### config.mk
export PLATFORM = sky130hd
export DESIGN_NAME = cpu_rst_ctl
export DESIGN_NICKNAME = d
export VERILOG_FILES = /design/src/rtl/cpu_rst_ctl.sv
export SDC_FILE = /design/constraint.sdc
export NUM_CORES = 1
export LEC_CHECK = 0
export BUFFER_PORTS_ARGS = -buffer_cell sky130_fd_sc_hd__buf_2
export CAP_MARGIN = 20
export CORE_ASPECT_RATIO = 0.7
export CORE_UTILIZATION = 42
export DETAILED_ROUTE_END_ITERATION = 6
export GPL_TIMING_DRIVEN = 0
export PLACE_DENSITY_LB_ADDON = 0.3
export SYNTH_ARGS = -nofsm -noshare
export SYNTH_HDL_FRONTEND = slang
export SYNTH_SLANG_ARGS = --single-unit
### constraint.sdc
create_clock -name clk -period 2.1 [get_ports clk]
set_input_delay 0.42 -clock clk [delete_from_list [all_inputs] [get_ports clk]]
set_output_delay 0.42 -clock clk [all_outputs]
set_load 0.01 [all_outputs]
### src/rtl/cpu_rst_ctl.sv
module cpu_rst_ctl #(
  parameter bit AUTO_CLEAR = 1'b1,
  parameter int ADDR_W     = 8,
  parameter int CNT_W      = 4,
  parameter int CNT_INIT   = 15,
  parameter int CTRL_ADDR  = 0,
  parameter int IVAL_ADDR  = 4
) (
  input  logic              clk,
  input  logic              rst_n,
  input  logic              bus_we,
  input  logic [ADDR_W-1:0] bus_addr,
  input  logic [31:0]       bus_wdata,
  output logic [31:0]       bus_rdata,
  input  logic              tick_en,
  input  logic              flush_done,
  output logic              core_rst,
  output logic              core_clk_en,
  output logic              flush_req
);
  localparam int RST_BIT   = 0;
  localparam int FLUSH_BIT = 4;
  localparam int DONE_BIT  = 12;
  localparam int WE_SHIFT  = 16;
  localparam logic [CNT_W-1:0] IVAL_RST = CNT_W'(CNT_INIT);

  typedef enum logic [1:0] {S_IDLE, S_PRE, S_MID, S_POST} seq_t;

  seq_t             st;
  logic [CNT_W-1:0] ival_q, hold_q, cnt_q;
  logic             rst_q, flush_q, done_q, core_q;

  wire ctrl_wr   = bus_we && (bus_addr == ADDR_W'(CTRL_ADDR));
  wire ival_wr   = bus_we && (bus_addr == ADDR_W'(IVAL_ADDR));
  wire rst_we    = ctrl_wr && bus_wdata[RST_BIT+WE_SHIFT];
  wire rst_val   = bus_wdata[RST_BIT];
  wire flush_set = ctrl_wr && bus_wdata[FLUSH_BIT+WE_SHIFT] && bus_wdata[FLUSH_BIT];
  wire done_clr  = ctrl_wr && bus_wdata[DONE_BIT+WE_SHIFT] && bus_wdata[DONE_BIT];
  wire idle      = (st == S_IDLE);
  wire hold_end  = (cnt_q == hold_q);
  wire seq_done  = (st == S_POST) && hold_end && !core_q;
  wire start     = idle && rst_we && (AUTO_CLEAR ? rst_val : (rst_val != rst_q));

  logic unused_bits;
  assign unused_bits = ^bus_wdata;

  assign core_rst    = core_q;
  assign core_clk_en = idle;
  assign flush_req   = flush_q;

  always_ff @(posedge clk or negedge rst_n) begin
    if (!rst_n) begin
      ival_q  <= IVAL_RST;
      flush_q <= 1'b0;
      done_q  <= 1'b0;
    end else begin
      if (ival_wr) ival_q <= bus_wdata[CNT_W-1:0];
      if (flush_q && flush_done) flush_q <= 1'b0;
      else if (flush_set)        flush_q <= 1'b1;
      if (seq_done)      done_q <= 1'b1;
      else if (done_clr) done_q <= 1'b0;
    end
  end

  always_ff @(posedge clk or negedge rst_n) begin
    if (!rst_n) begin
      st     <= S_IDLE;
      cnt_q  <= '0;
      hold_q <= '0;
      rst_q  <= 1'b0;
      core_q <= 1'b0;
    end else begin
      case (st)
        S_IDLE: if (start) begin
          rst_q  <= AUTO_CLEAR ? 1'b1 : rst_val;
          hold_q <= ival_q;
          cnt_q  <= '0;
          st     <= S_PRE;
        end
        S_PRE: if (hold_end) begin
          cnt_q  <= '0;
          core_q <= rst_q;
          st     <= AUTO_CLEAR ? S_MID : S_POST;
        end else if (tick_en) cnt_q <= cnt_q + 1'b1;
        S_MID: if (hold_end) begin
          cnt_q  <= '0;
          core_q <= 1'b0;
          rst_q  <= 1'b0;
          st     <= S_POST;
        end else if (tick_en) cnt_q <= cnt_q + 1'b1;
        S_POST: if (hold_end) st <= S_IDLE;
                else if (tick_en) cnt_q <= cnt_q + 1'b1;
        default: st <= S_IDLE;
      endcase
    end
  end

  always_comb begin
    bus_rdata = '0;
    if (bus_addr == ADDR_W'(CTRL_ADDR)) begin
      bus_rdata[RST_BIT]   = rst_q;
      bus_rdata[FLUSH_BIT] = flush_q;
      bus_rdata[DONE_BIT]  = done_q;
    end else if (bus_addr == ADDR_W'(IVAL_ADDR)) begin
      bus_rdata[CNT_W-1:0] = ival_q;
    end
  end
endmodule

==> results.md, run 1 <==
- The run finished with clean final reports.
- The maximum number of pins on one net before global-route repair is 19.
- The fraction of the core area covered by cells at the end of the flow is 0.580.
- TritonCTS built the clock tree.
- The post-detailed-routing wire length is 2510 µm.
- The count of final max-slew check failures came to 0.
- For this block, the initial DRC count from the detailed router was 27.
- The first global-routing pass estimated 3890 µm of wire.
- The prevailing post-synth register cell is sky130_fd_sc_hd__dfrtp_1.
- Of all flip-flops after synthesis, the portion carrying an async set or reset was 1.00.
- The number of enable-type register cells in the synthesized netlist is 0.
- Dividing total power by cell area gives a power density of 691 nW/µm².
- The endpoint identified for the worst register-to-register timing path is hold_q[3].
- Along the worst path, the maximum fanout reaches 5.
- The maximum buffer depth of the clock tree is 2.
- The layout cell share with drive strength beyond 1 is 0.461.
- CTS built an H-tree with a depth of 1.
- Across all setup checks in the final design, the least slack found is slightly above 0.04 ns.
- Using the TritonRoute via totals, the vias-per-cell ratio works out to 4.45.
- The synthesized netlist occupies a cell area of 1260 µm².
- The length in cells of the worst reg-to-reg path is 5.
- The total of buffers placed on input and output ports is 30.
- The filler cells instantiated in the layout total around 240.
- Static timing analysis puts the maximum clock frequency at just under 0.5 GHz.
- For this run, design rule violations remaining after detail routing come to 0.
- Summing over every cut layer, the via total after detailed routing is 961.
- The sequential cell area is 455 µm².
- The clock drives 18 sinks.
- The internal power is 0.000741 W.
- Dividing the synthesized area by the synthesized cell count gives 10.6 µm².
- The area of combinational cells with multiple inputs is ~680 µm².
- Of the total power, combinational logic draws 0.370.
- The power share of the clock group is 0.247.
- The Yosys step of the flow raised 0 warnings.
- The worst setup path category is in2out.
- By count the netlist is led by sky130_fd_sc_hd__buf_4 (26), sky130_fd_sc_hd__dfrtp_1 (14), sky130_fd_sc_hd__inv_1 (7), sky130_fd_sc_hd__xnor2_1 (7), sky130_fd_sc_hd__ha_1 (6).
- The top-level I/O count is 80.
- The synthesized netlist contains 32 unique library cells.
- The global-route congestion overflow total is 0.
- For the final database, setup skew stands at 0.00312 ns.
- sky130_fd_sc_hd__buf_4 is the most common cell in the netlist.
- The first-pass detailed-route iteration total is 5.
- Power comes to between 0.001 and 0.0015 W.
- The repair_antennas step left the layout with diodes totalling 0.
- The congestion estimate from routability-driven global placement came to 0.814.
- Data on the critical path arrives at its endpoint at 1.64 ns.
- The number of nets at the end of the flow is between 200 and 250.
- In the global route stage, overall resource usage came out at 0.169.
- After clock tree synthesis, the clock-pin slew on the worst setup and hold paths is 0.07 ns.
- The library cell occupying the most area in the post-synthesis netlist is sky130_fd_sc_hd__dfrtp_1.
- The final number of hold-violating endpoints is 0.
- The later pin in the worst-skew pair is clocked with a latency of 0.25 ns.
- The horizontal die dimension is 67.4 µm.
- The via count of the first global-routing pass came to 880.
- STA puts the critical path data required time at 1.68 ns.
- Of the total power, registers draw 0.383.
- The fraction of synthesized cell area taken by the top area cell type is 0.279.
- The capturing element type of the critical path is an output pin.
- Ranked by total cell area, the synthesized netlist is headed by sky130_fd_sc_hd__dfrtp_1 (28%), sky130_fd_sc_hd__buf_4 (16%), sky130_fd_sc_hd__dfstp_2 (8.4%).
- The total of endpoints with negative setup slack in the final report is 0.
- The worst register-to-register path begins at st[0].
- The worst voltage drop across the vdd grid is roughly 0.45 mV.
- Summed over all cells, the static leakage comes to 0.871 nW.
- Of the total power, the share spent switching nets is 0.346.
- Clock tree synthesis inserted a total of 3 buffers.
- The core footprint is between 2000 and 3000 µm².
- Once detailed placement completed, the half-perimeter wirelength came to about 2000 µm.
- The post-synthesis instance total is 118.
- The initial core utilization is 0.445.
- The flop and latch count out of synthesis is 18.
- In this run, post-CTS hold repair placed 0 buffers.
- In the final routed layout, each cell accounts on average for 11.6 µm.
- CTS placed an instance of sky130_fd_sc_hd__clkbuf_8 at the clock tree root.
- The die outline area is about 3200 µm².
- The initial antenna violation count was 0.
- The final critical-path share of the clock period is 0.981.
- STA classifies the critical path startpoint as an input port.
- The floorplan step set the die height to 47.8 µm.
- The share of synthesized area occupied by flip-flops and latches is 0.363.
- The setup check on the worst reg-to-reg path leaves a slack of 0.28 ns.
- The net load switching power is 0.000391 W.
- Row generation in the floorplan step produced 16 rows.
- The type of the tightest min-delay check is in2async.
- The final critical-path required period is slightly above 2 ns.
- Setup repair after global routing could not meet its margin everywhere.
- The number of max-cap violations is 0.
- The number of antenna-violating nets in the routed design is 0.
- The layout overhead on the synthesized area is 30.4%.
- The placement-stage worst setup slack is -0.175 ns.
-- critical path, stage by stage --
cell                     delay [ns]
sky130_fd_sc_hd__buf_6         0.09
sky130_fd_sc_hd__or4_4         0.56
sky130_fd_sc_hd__nor4_4        0.14
sky130_fd_sc_hd__buf_4         0.17
sky130_fd_sc_hd__a22o_1        0.13
sky130_fd_sc_hd__buf_2         0.12
-- how the worst max path moves through the flow --
stage | to | from
after floorplan | bus_rdata[0] | bus_addr[7]
after global placement | bus_rdata[0] | bus_addr[7]
after detailed placement | bus_rdata[0] | bus_addr[7]
after CTS | bus_rdata[0] | bus_addr[4]
after global routing | bus_rdata[2] | bus_addr[7]
final | bus_rdata[0] | bus_addr[7]
-- sequential cells by signal (all words and copies together) (netlist names) --
| register | flops |
|---|---|
| cnt_q | 4 |
| hold_q | 4 |
| ival_q | 4 |
| st | 2 |
| core_rst | 1 |
| done_q | 1 |
| flush_req | 1 |
| rst_q | 1 |
-- cell usage in the layout, fill, tap and decap left out, types with 2 or more instances in the layout --
cell type,count
sky130_fd_sc_hd__a21oi_2,2
sky130_fd_sc_hd__and2_1,5
sky130_fd_sc_hd__buf_2,28
sky130_fd_sc_hd__buf_4,29
sky130_fd_sc_hd__buf_6,2
sky130_fd_sc_hd__clkbuf_8,4
sky130_fd_sc_hd__conb_1,26
sky130_fd_sc_hd__dfrtp_1,14
sky130_fd_sc_hd__dfstp_2,4
sky130_fd_sc_hd__ha_1,6
sky130_fd_sc_hd__inv_1,7
sky130_fd_sc_hd__mux2_2,4
sky130_fd_sc_hd__mux2_4,4
sky130_fd_sc_hd__mux2i_1,2
sky130_fd_sc_hd__nand2_1,3
sky130_fd_sc_hd__nand4_1,4
sky130_fd_sc_hd__nor2_1,3
sky130_fd_sc_hd__nor4_4,2
sky130_fd_sc_hd__o21ai_0,4
sky130_fd_sc_hd__o22ai_1,4
sky130_fd_sc_hd__or4_4,2
sky130_fd_sc_hd__xnor2_1,7
-- cells by family after synthesis --
kind of cell / after synthesis / synth area share
AOI/OAI and AO/OA: 16 / 0.0887
other: 1 / 0.00299
buffers and inverters: 33 / 0.176
and+or+nand+nor: 26 / 0.152
xor gates and xnor gates: 7 / 0.0488
adders and majority gates: 6 / 0.0598
DFF: 18 / 0.363
muxes: 11 / 0.109
-- metrics by stage --
step / hold slack [ns] / area [µm²] / cells / setup TNS, ns
after floorplan: 0.124 / 1350 / 143 / 0
after global placement: 0.365 / 1550 / 209 / -0.488
after detailed placement: 0.369 / 1550 / 209 / -0.633
after CTS: 0.0940 / 1630 / 216 / -0.255
after global routing: 0.112 / 1640 / 216 / -0.0363
final: 0.0866 / 1640 / 216 / 0
-- cell type report --
cell class,count,share of cell area
buffer,26,0.119
clock buffer,4,0.0336
inverter,7,0.0160
multi-input combinational,92,0.413
sequential,18,0.278
tap,36,0.0275
timing repair buffer,33,0.113
-- power by group through the flow --
| stage | clock network (W) | logic [W] | registers [W] |
|---|---|---|---|
| after floorplan | 0 | 0.000301 | 0.000430 |
| after global placement | 0 | 0.000388 | 0.000432 |
| final | 0.000279 | 0.000419 | 0.000434 |
| after detailed placement | 0 | 0.000408 | 0.000439 |
| after global routing | 0.000303 | 0.000468 | 0.000437 |
| after CTS | 0.000289 | 0.000414 | 0.000432 |
-- what timing repair did --
item | 4_1_cts | 5_1_grt
setup buffers | 3 | 0
gates resized for setup | 1 | 2
hold endpoints to repair | 0 | 0
setup endpoints to repair | 6 | 6
pin swaps | 5 | 3
-- metal layers --
metal  wire (µm)  track usage  share of wire  vias up
li1            -            -              -      481
met1        1090        0.202           0.43      449
met2        1270        0.310           0.51       31
met3         145       0.0524          0.058        0
met4           0       0.0255              0        0
met5           0            0              0        -
Note: power is estimated with default switching activity, not from simulation.
==> run 2: changes to the inputs <==
CORE_UTILIZATION = 38   (was 42)
clock period = 1.68 ns   (was 2.1 ns; I/O delays follow)
==> run 2 against run 1 <==
The flow now finishes with violations (design-rule violations, negative setup slack). Via count up 5.1%. Count of clock-buffer cells in the layout unchanged. Largest power group is now combinational cells. Global-route usage down 0.054 points. Setup slack worse by 0.33 ns. Sequential power up 27%. Design area up 7.1%. Power up 40%.
==> results.md, run 2 (synthesis results as in run 1) <==
- The wire length of the first global-routing pass is 4460 µm.
- At the later pin of the worst-skew pair, clock insertion delay measures 0.26 ns.
- The met1 track demand over resource in global routing is 0.192.
- The final reports fail on design-rule violations, negative setup slack.
- The relative contribution of sequential cells to total power is 0.348.
- Adding up every negative setup slack in the final design gives -3.62 ns.
- The final layout contains routed wiring with a total length of 2710 µm.
- The detailed router's first-iteration violation count is 32.
- The initial utilization of the core area, before any placement, comes to 0.399.
- Setup repair after global routing could not meet its margin everywhere.
- In this run the worst hold path is classified as in2async.
- The TritonCTS clock tree is built.
- The count of final max-slew check failures is 0.
- Clock-pin slew was measured on the worst setup and hold paths at 0.07 ns.
- Clock skew on the completed layout was measured at 0.00210 ns.
- The number of placement rows is 17.
- The die is 50.1 µm tall.
- The final critical-path share of the clock period is 1.17.
- The top cell types in the final layout, fill and taps aside, are sky130_fd_sc_hd__buf_4 (36), sky130_fd_sc_hd__buf_2 (27), sky130_fd_sc_hd__conb_1 (26), sky130_fd_sc_hd__dfrtp_1 (14), sky130_fd_sc_hd__mux2_4 (9).
- For this design the total switching power over the nets is approximately 0.00057 W.
- The placed wire-length estimate after detailed placement is 1920 µm.
- The first-pass detailed-route iteration total is 6.
- By startpoint and endpoint, the worst setup path is classified as in2reg.
- The library cell used as clock root buffer is sky130_fd_sc_hd__clkbuf_8.
- The final instance count without filler cells is 225.
- Compared with the post-synthesis result, the final layout area differs by 39.6%.
- In the routed design, unresolved DRC markers number 6.
- Across every metal layer, demand over resource in global routing totals 0.168.
- The run finished, with violations left.
- The count of clock tree sinks is 18.
- The fraction of the core area covered by cells at the end of the flow is 0.557.
- Once detail routing completed, the nets flagged for antenna violations numbered 0.
- The final number of hold-violating endpoints is 0.
- The initial antenna violation count is 0.
- At the worst endpoint, the required time is 1.82 ns.
- Of the total power, the clock network draws 0.226.
- The via count of the first global-routing pass came to 984.
- met2 is the most crowded layer.
- The areal power density over the cells is 904 nW/µm².
- The leakage power is 0.919 nW.
- For met3 alone, demand over resource in global routing was 0.0552.
- The detailed router placed 1010 vias in this run.
- The kind of start point of the critical path is an input port.
- Data arrives at the worst endpoint at 2.11 ns.
- The upper clock frequency limit is 0.509 GHz.
- The worst voltage drop across the vdd grid is 0.585 mV.
- The most frequent standard cell in the layout excluding fill and tap cells is sky130_fd_sc_hd__buf_4.
- Of the cells placed in the final design, the portion with a size suffix greater than 1 is 0.519.
- The top-level I/O count is 80.
- Dividing the detail-routed via count by the number of cells gives 4.49.
- The final critical-path required period is 1.97 ns.
- The tool flagged a number of max-cap violations equal to 0.
- Global routing finished with a remaining overflow of 0.
- The total of endpoints with negative setup slack in the final report is 17.
- The placement-stage worst setup slack is -0.379 ns.
- The worst setup path is captured at a flip-flop.
- Of the total power, the share spent switching nets is 0.360.
- The share of total power dissipated in combinational logic is 0.427.
- In this run the worst path has a maximum fanout of 3.
- The final-layout worst hold slack is 0.000534 ns.
- The number of antenna diodes is 0.
- The horizontal die dimension is 70.7 µm.
- The floorplan step defined a die boundary enclosing about 3500 µm².
- After detailed routing, the average wire length per cell comes to 12.0 µm.
- The clock buffer count from CTS is 3.
- The slack of the critical path is -0.286 ns.
- The final weighted congestion in routability-driven placement is between 0.7 and 0.8.
- The total of buffers placed on input and output ports is 30.
- The cell count after placement is between 200 and 250.
- In this run the number of H-tree levels came out at 1.
- The internal power is 0.00101 W.
- Entering global routing, the biggest net connects 19 pins.
- In this run the deepest clock path goes through 2 buffers.
- The met2 track demand over resource in global routing is 0.290.
- The number of nets at the end of the flow is ~240.
- In the final layout, the registers with the most flip-flops are cnt_q x4, hold_q x4, ival_q x4.
- The core footprint is 3150 µm².
- The number of cells on the worst reg-to-reg path is 5.
-- run 2: cell count changes in the layout (fill, tap and decap cells not counted), moves of 2 or more --
| cell | delta |
|---|---|
| sky130_fd_sc_hd__mux2_4 | +5 |
| sky130_fd_sc_hd__o21ai_0 | -2 |
| sky130_fd_sc_hd__o22ai_2 | +3 |
| sky130_fd_sc_hd__o21ai_1 | +2 |
| sky130_fd_sc_hd__buf_4 | +7 |
| sky130_fd_sc_hd__o22ai_1 | -3 |
| sky130_fd_sc_hd__mux2_2 | -4 |
-- run 2: worst paths after layout --
check | from | end | slack [ns]
min in group clk | flush_done | flush_req | 0.25
max | bus_addr[7] | st[1] | -0.29
min reg2reg | done_q | done_q | 0.49
max in group asynchronous | rst_n | ival_q[2] | 1.35
min | rst_n | cnt_q[1] | 0.0005
max reg2reg | st[0] | st[1] | -0.14
-- run 2: layout make-up --
| type | instances | area, µm² |
|---|---|---|
| Timing Repair Buffer | 40 | 244 |
| Buffer | 26 | 195 |
| Clock buffer | 4 | 55.1 |
| Multi-Input combinational cell | 92 | 731 |
| Tap cell | 38 | 47.5 |
| Fill cell | 288 | 1390 |
| Sequential cell | 18 | 455 |
| Inverter | 7 | 26.3 |
-- run 2: routing by layer --
layer	share of wire	vias up
li1	-	493
met5	0	-
met1	0.42	467
met3	0.082	4
met2	0.48	46
met4	0.010	0
-- run 2: timing repair --
| action | in CTS | in global routing |
|---|---|---|
| buffers inserted | 9 | 2 |
| pin swaps | 9 | 8 |
| setup endpoints to repair | 12 | 21 |
| hold buffers | 0 | 0 |
| gates resized for setup | 8 | 7 |
-- run 2: stage by stage --
stage / total power [W] / instance area, µm²
4_1_cts: 0.00154 / 1720
3_3_place_gp: 0.00103 / 1560
2_1_floorplan: 0.000914 / 1370
5_1_grt: 0.00169 / 1750
3_5_place_dp: 0.00107 / 1560
6_report: 0.00159 / 1750
-- run 2: worst max-delay path, cell delays in order --
cell	delay, ns
sky130_fd_sc_hd__buf_6	0.09
sky130_fd_sc_hd__or4_4	0.54
sky130_fd_sc_hd__buf_4	0.17
sky130_fd_sc_hd__buf_4	0.14
sky130_fd_sc_hd__o31a_1	0.32
sky130_fd_sc_hd__a21oi_2	0.18
sky130_fd_sc_hd__mux2_4	0.32
-- run 2: power groups by stage --
stage               clock, W  combinational, W  sequential [W]
floorplan                  0          0.000376        0.000538
global placement           0          0.000491        0.000542
detailed placement         0          0.000522        0.000552
CTS                 0.000363          0.000632        0.000544
global route        0.000387          0.000746        0.000558
finish              0.000358          0.000676        0.000551
==> run 3: changes to the inputs <==
CORE_UTILIZATION = 44   (was 38)
CTS_BUF_LIST = sky130_fd_sc_hd__clkbuf_4 sky130_fd_sc_hd__clkbuf_8   (was not set)
clock period = 1.9 ns   (was 1.68 ns; I/O delays follow)
==> run 3 against run 2 <==
The run ends with negative setup slack left. Power fell by 20%. Cell count fell by 4.0%. Flip-flop and latch count did not move. Clock skew rose by 0.0023 ns. Global-route usage rose by 2.6 points. Core utilization rose by 8.2 points. Sequential power fell by 14%. Critical path type is now in2out.
==> results.md, run 3 (synthesis results as in run 1) <==
- The flow ran to the end, but the final reports show violations.
- The checks that failed: negative setup slack.
- The final number of hold-violating endpoints came to 0.
- The number of hold buffers added after CTS was 0.
- The initial antenna violation count is 0.
- Routability-driven placement finished with a final weighted congestion of slightly above 0.8.
- The die outline area is 3080 µm².
- The vias per cell is 4.59.
- The count of H-tree levels built during CTS is 1.
- The worst setup path is launched from an input port.
- The total track usage is 0.194.
- Setup repair after global routing could not meet its margin everywhere.
- The setup path with the least slack is of type in2out.
- In the final layout, the share of cells above drive strength 1 is 0.478.
- The top-level I/O count is 80.
- The maximum number of pins on one net before global-route repair is 19.
- The detailed router's first-iteration violation count is 15.
- The internal power is ~0.00084 W.
- The required time of the worst setup path is ~1.5 ns.
- The count of clock tree sinks is 18.
- Power spread over the standard cell area amounts to 770 nW/µm².
- Static timing analysis puts the maximum clock frequency at 0.505 GHz.
- The via count of the first global-routing pass is roughly 960.
- The vertical die dimension is 46.7 µm.
- The number of nets at the end of the flow is 234.
- The fraction of power consumed by combinational cells is 0.384.
- The cell area reported after detailed placement is 1540 µm².
- The number of placement rows is 15.
- The horizontal die dimension is ~66 µm.
- The count of final max-slew check failures was 0.
- The worst setup path is captured at an output pin.
- The final-layout worst hold slack is 0.0487 ns.
- Clock-pin slew was measured on the worst setup and hold paths at about 0.070 ns.
- The switching fraction of total power is 0.343.
- The worst path in the final design needs a cycle of 1.98 ns, including I/O delays and setup.
- The clock latency at the later pin of the worst-skew pair is approximately 0.25 ns.
- 0 antenna diodes ended up in the layout.
- The type of the tightest min-delay check is in2async.
- The first global-routing pass estimated 4310 µm of wire.
- In the layout the commonest cells are sky130_fd_sc_hd__buf_4 (31), sky130_fd_sc_hd__buf_2 (28), sky130_fd_sc_hd__conb_1 (26), sky130_fd_sc_hd__dfrtp_1 (14).
- The worst-case IR drop observed on VDD is 0.460 mV.
- The number of max-cap violations is 0.
- The routed length per instance is approximately 12 µm.
- The initial utilization of the core area, before any placement, comes to 0.485.
- The layout overhead on the synthesized area is 31.9%.
- The first detailed-routing pass ran for 4 iterations.
- The largest registers in the layout are cnt_q x4, hold_q x4, ival_q x4.
- The net load switching power is 0.000437 W.
- The number of antenna-violating nets in the routed design is 0.
- The power share of the clock group is 0.244.
- After routing the design area is 1660 µm².
- Data arrives at the worst endpoint at about 1.6 ns.
- The final route contains 991 vias.
- The maximum buffer depth of the clock tree is 2.
- The final layout contains routed wiring with a total length of ~2600 µm.
- The clock buffer count from CTS is 3.
- The maximum clock skew at final layout is 0.00445 ns.
- The placed wire-length estimate after detailed placement is 2060 µm.
- In this run the static leakage power is a little under 0.9 nW.
- The relative contribution of sequential cells to total power is 0.372.
- The total of buffers placed on input and output ports is 30.
- TritonCTS built the clock tree.
- The library cell used as clock root buffer is sky130_fd_sc_hd__clkbuf_8.
- In this run the worst path has a maximum fanout of 5.
- The DRC violations left is 0.
- Across all setup checks in the final design, the least slack found is -0.0810 ns.
- The total of endpoints with negative setup slack in the final report is 7.
- Of the available clock period, the critical path in the final layout requires 1.04.
- The most frequent standard cell in the layout excluding fill and tap cells is sky130_fd_sc_hd__buf_4.
- Global routing finished with a remaining overflow of 0.
- The total area inside the core boundary comes to about 2600 µm².
[run 3: cell types whose count changed in the layout (fill, tap and decap cells not counted), moves of 2 or more]
cell                      delta
sky130_fd_sc_hd__o21ai_1     -2
sky130_fd_sc_hd__mux2_2      +4
sky130_fd_sc_hd__buf_4       -5
sky130_fd_sc_hd__o22ai_2     -3
sky130_fd_sc_hd__mux2_4      -4
sky130_fd_sc_hd__o22ai_1     +3
sky130_fd_sc_hd__o21ai_0     +2
[run 3: area by class of cell]
class	count	area [µm²]
inverters	7	26.3
repair buffers	35	200
fillers	217	933
well taps	34	42.5
flip-flops and latches	18	455
multi-input cells	92	682
plain buffers	26	195
clock buffers	4	55.1
[run 3: power groups by stage]
stage / clock (W) / combinational (W) / sequential (W)
after floorplan: 0 / 0.000332 / 0.000476
after global placement: 0 / 0.000430 / 0.000477
after detailed placement: 0 / 0.000446 / 0.000481
after CTS: 0.000319 / 0.000482 / 0.000475
after global routing: 0.000337 / 0.000539 / 0.000482
final: 0.000311 / 0.000489 / 0.000475
[run 3: worst max-delay path, cell delays in order]
cell and delay, ns:
sky130_fd_sc_hd__buf_6 0.09, sky130_fd_sc_hd__or4_4 0.56, sky130_fd_sc_hd__nor4_4 0.14, sky130_fd_sc_hd__buf_4 0.17
sky130_fd_sc_hd__a22o_1 0.13, sky130_fd_sc_hd__buf_2 0.12
[run 3: worst paths after layout]
path / slack, ns / cells after the start / from / to
max: -0.08 / 6 / bus_addr[4] / bus_rdata[0]
min: 0.05 / 1 / rst_n / core_rst
max reg2reg: 0.11 / 5 / st[0] / st[1]
min reg2reg: 0.49 / 1 / flush_req / flush_req
max in group asynchronous: 1.52 / 1 / rst_n / ival_q[3]
min in group clk: 0.30 / 2 / flush_done / flush_req
[run 3: per-layer routing]
layer | vias up | routed length, µm | share of wire | track usage
li1 | 481 | - | - | -
met1 | 468 | 1050 | 0.40 | 0.204
met2 | 40 | 1340 | 0.52 | 0.388
met3 | 2 | 195 | 0.075 | 0.0569
met4 | 0 | 11 | 0.0042 | 0.0478
met5 | - | 0 | 0 | 0
[run 3: what timing repair did]
item | in CTS | in global routing
endpoints found under the setup margin | 6 | 11
buffers inserted | 2 | 3
pin swaps | 6 | 2
resized for setup | 4 | 1
[run 3: metrics by stage]
stage               total power [W]  TNS [ns]   util  worst slack, ns  std cells
finish                      0.00128    -0.328  0.640          -0.0810        216
floorplan                  0.000808  -0.00497      -         -0.00497        143
detailed placement         0.000927     -2.80  0.596           -0.329        207
global placement           0.000907     -1.99  0.596           -0.290        207
CTS                         0.00128     -1.08  0.630           -0.233        213
global route                0.00136    -0.684  0.640           -0.147        216
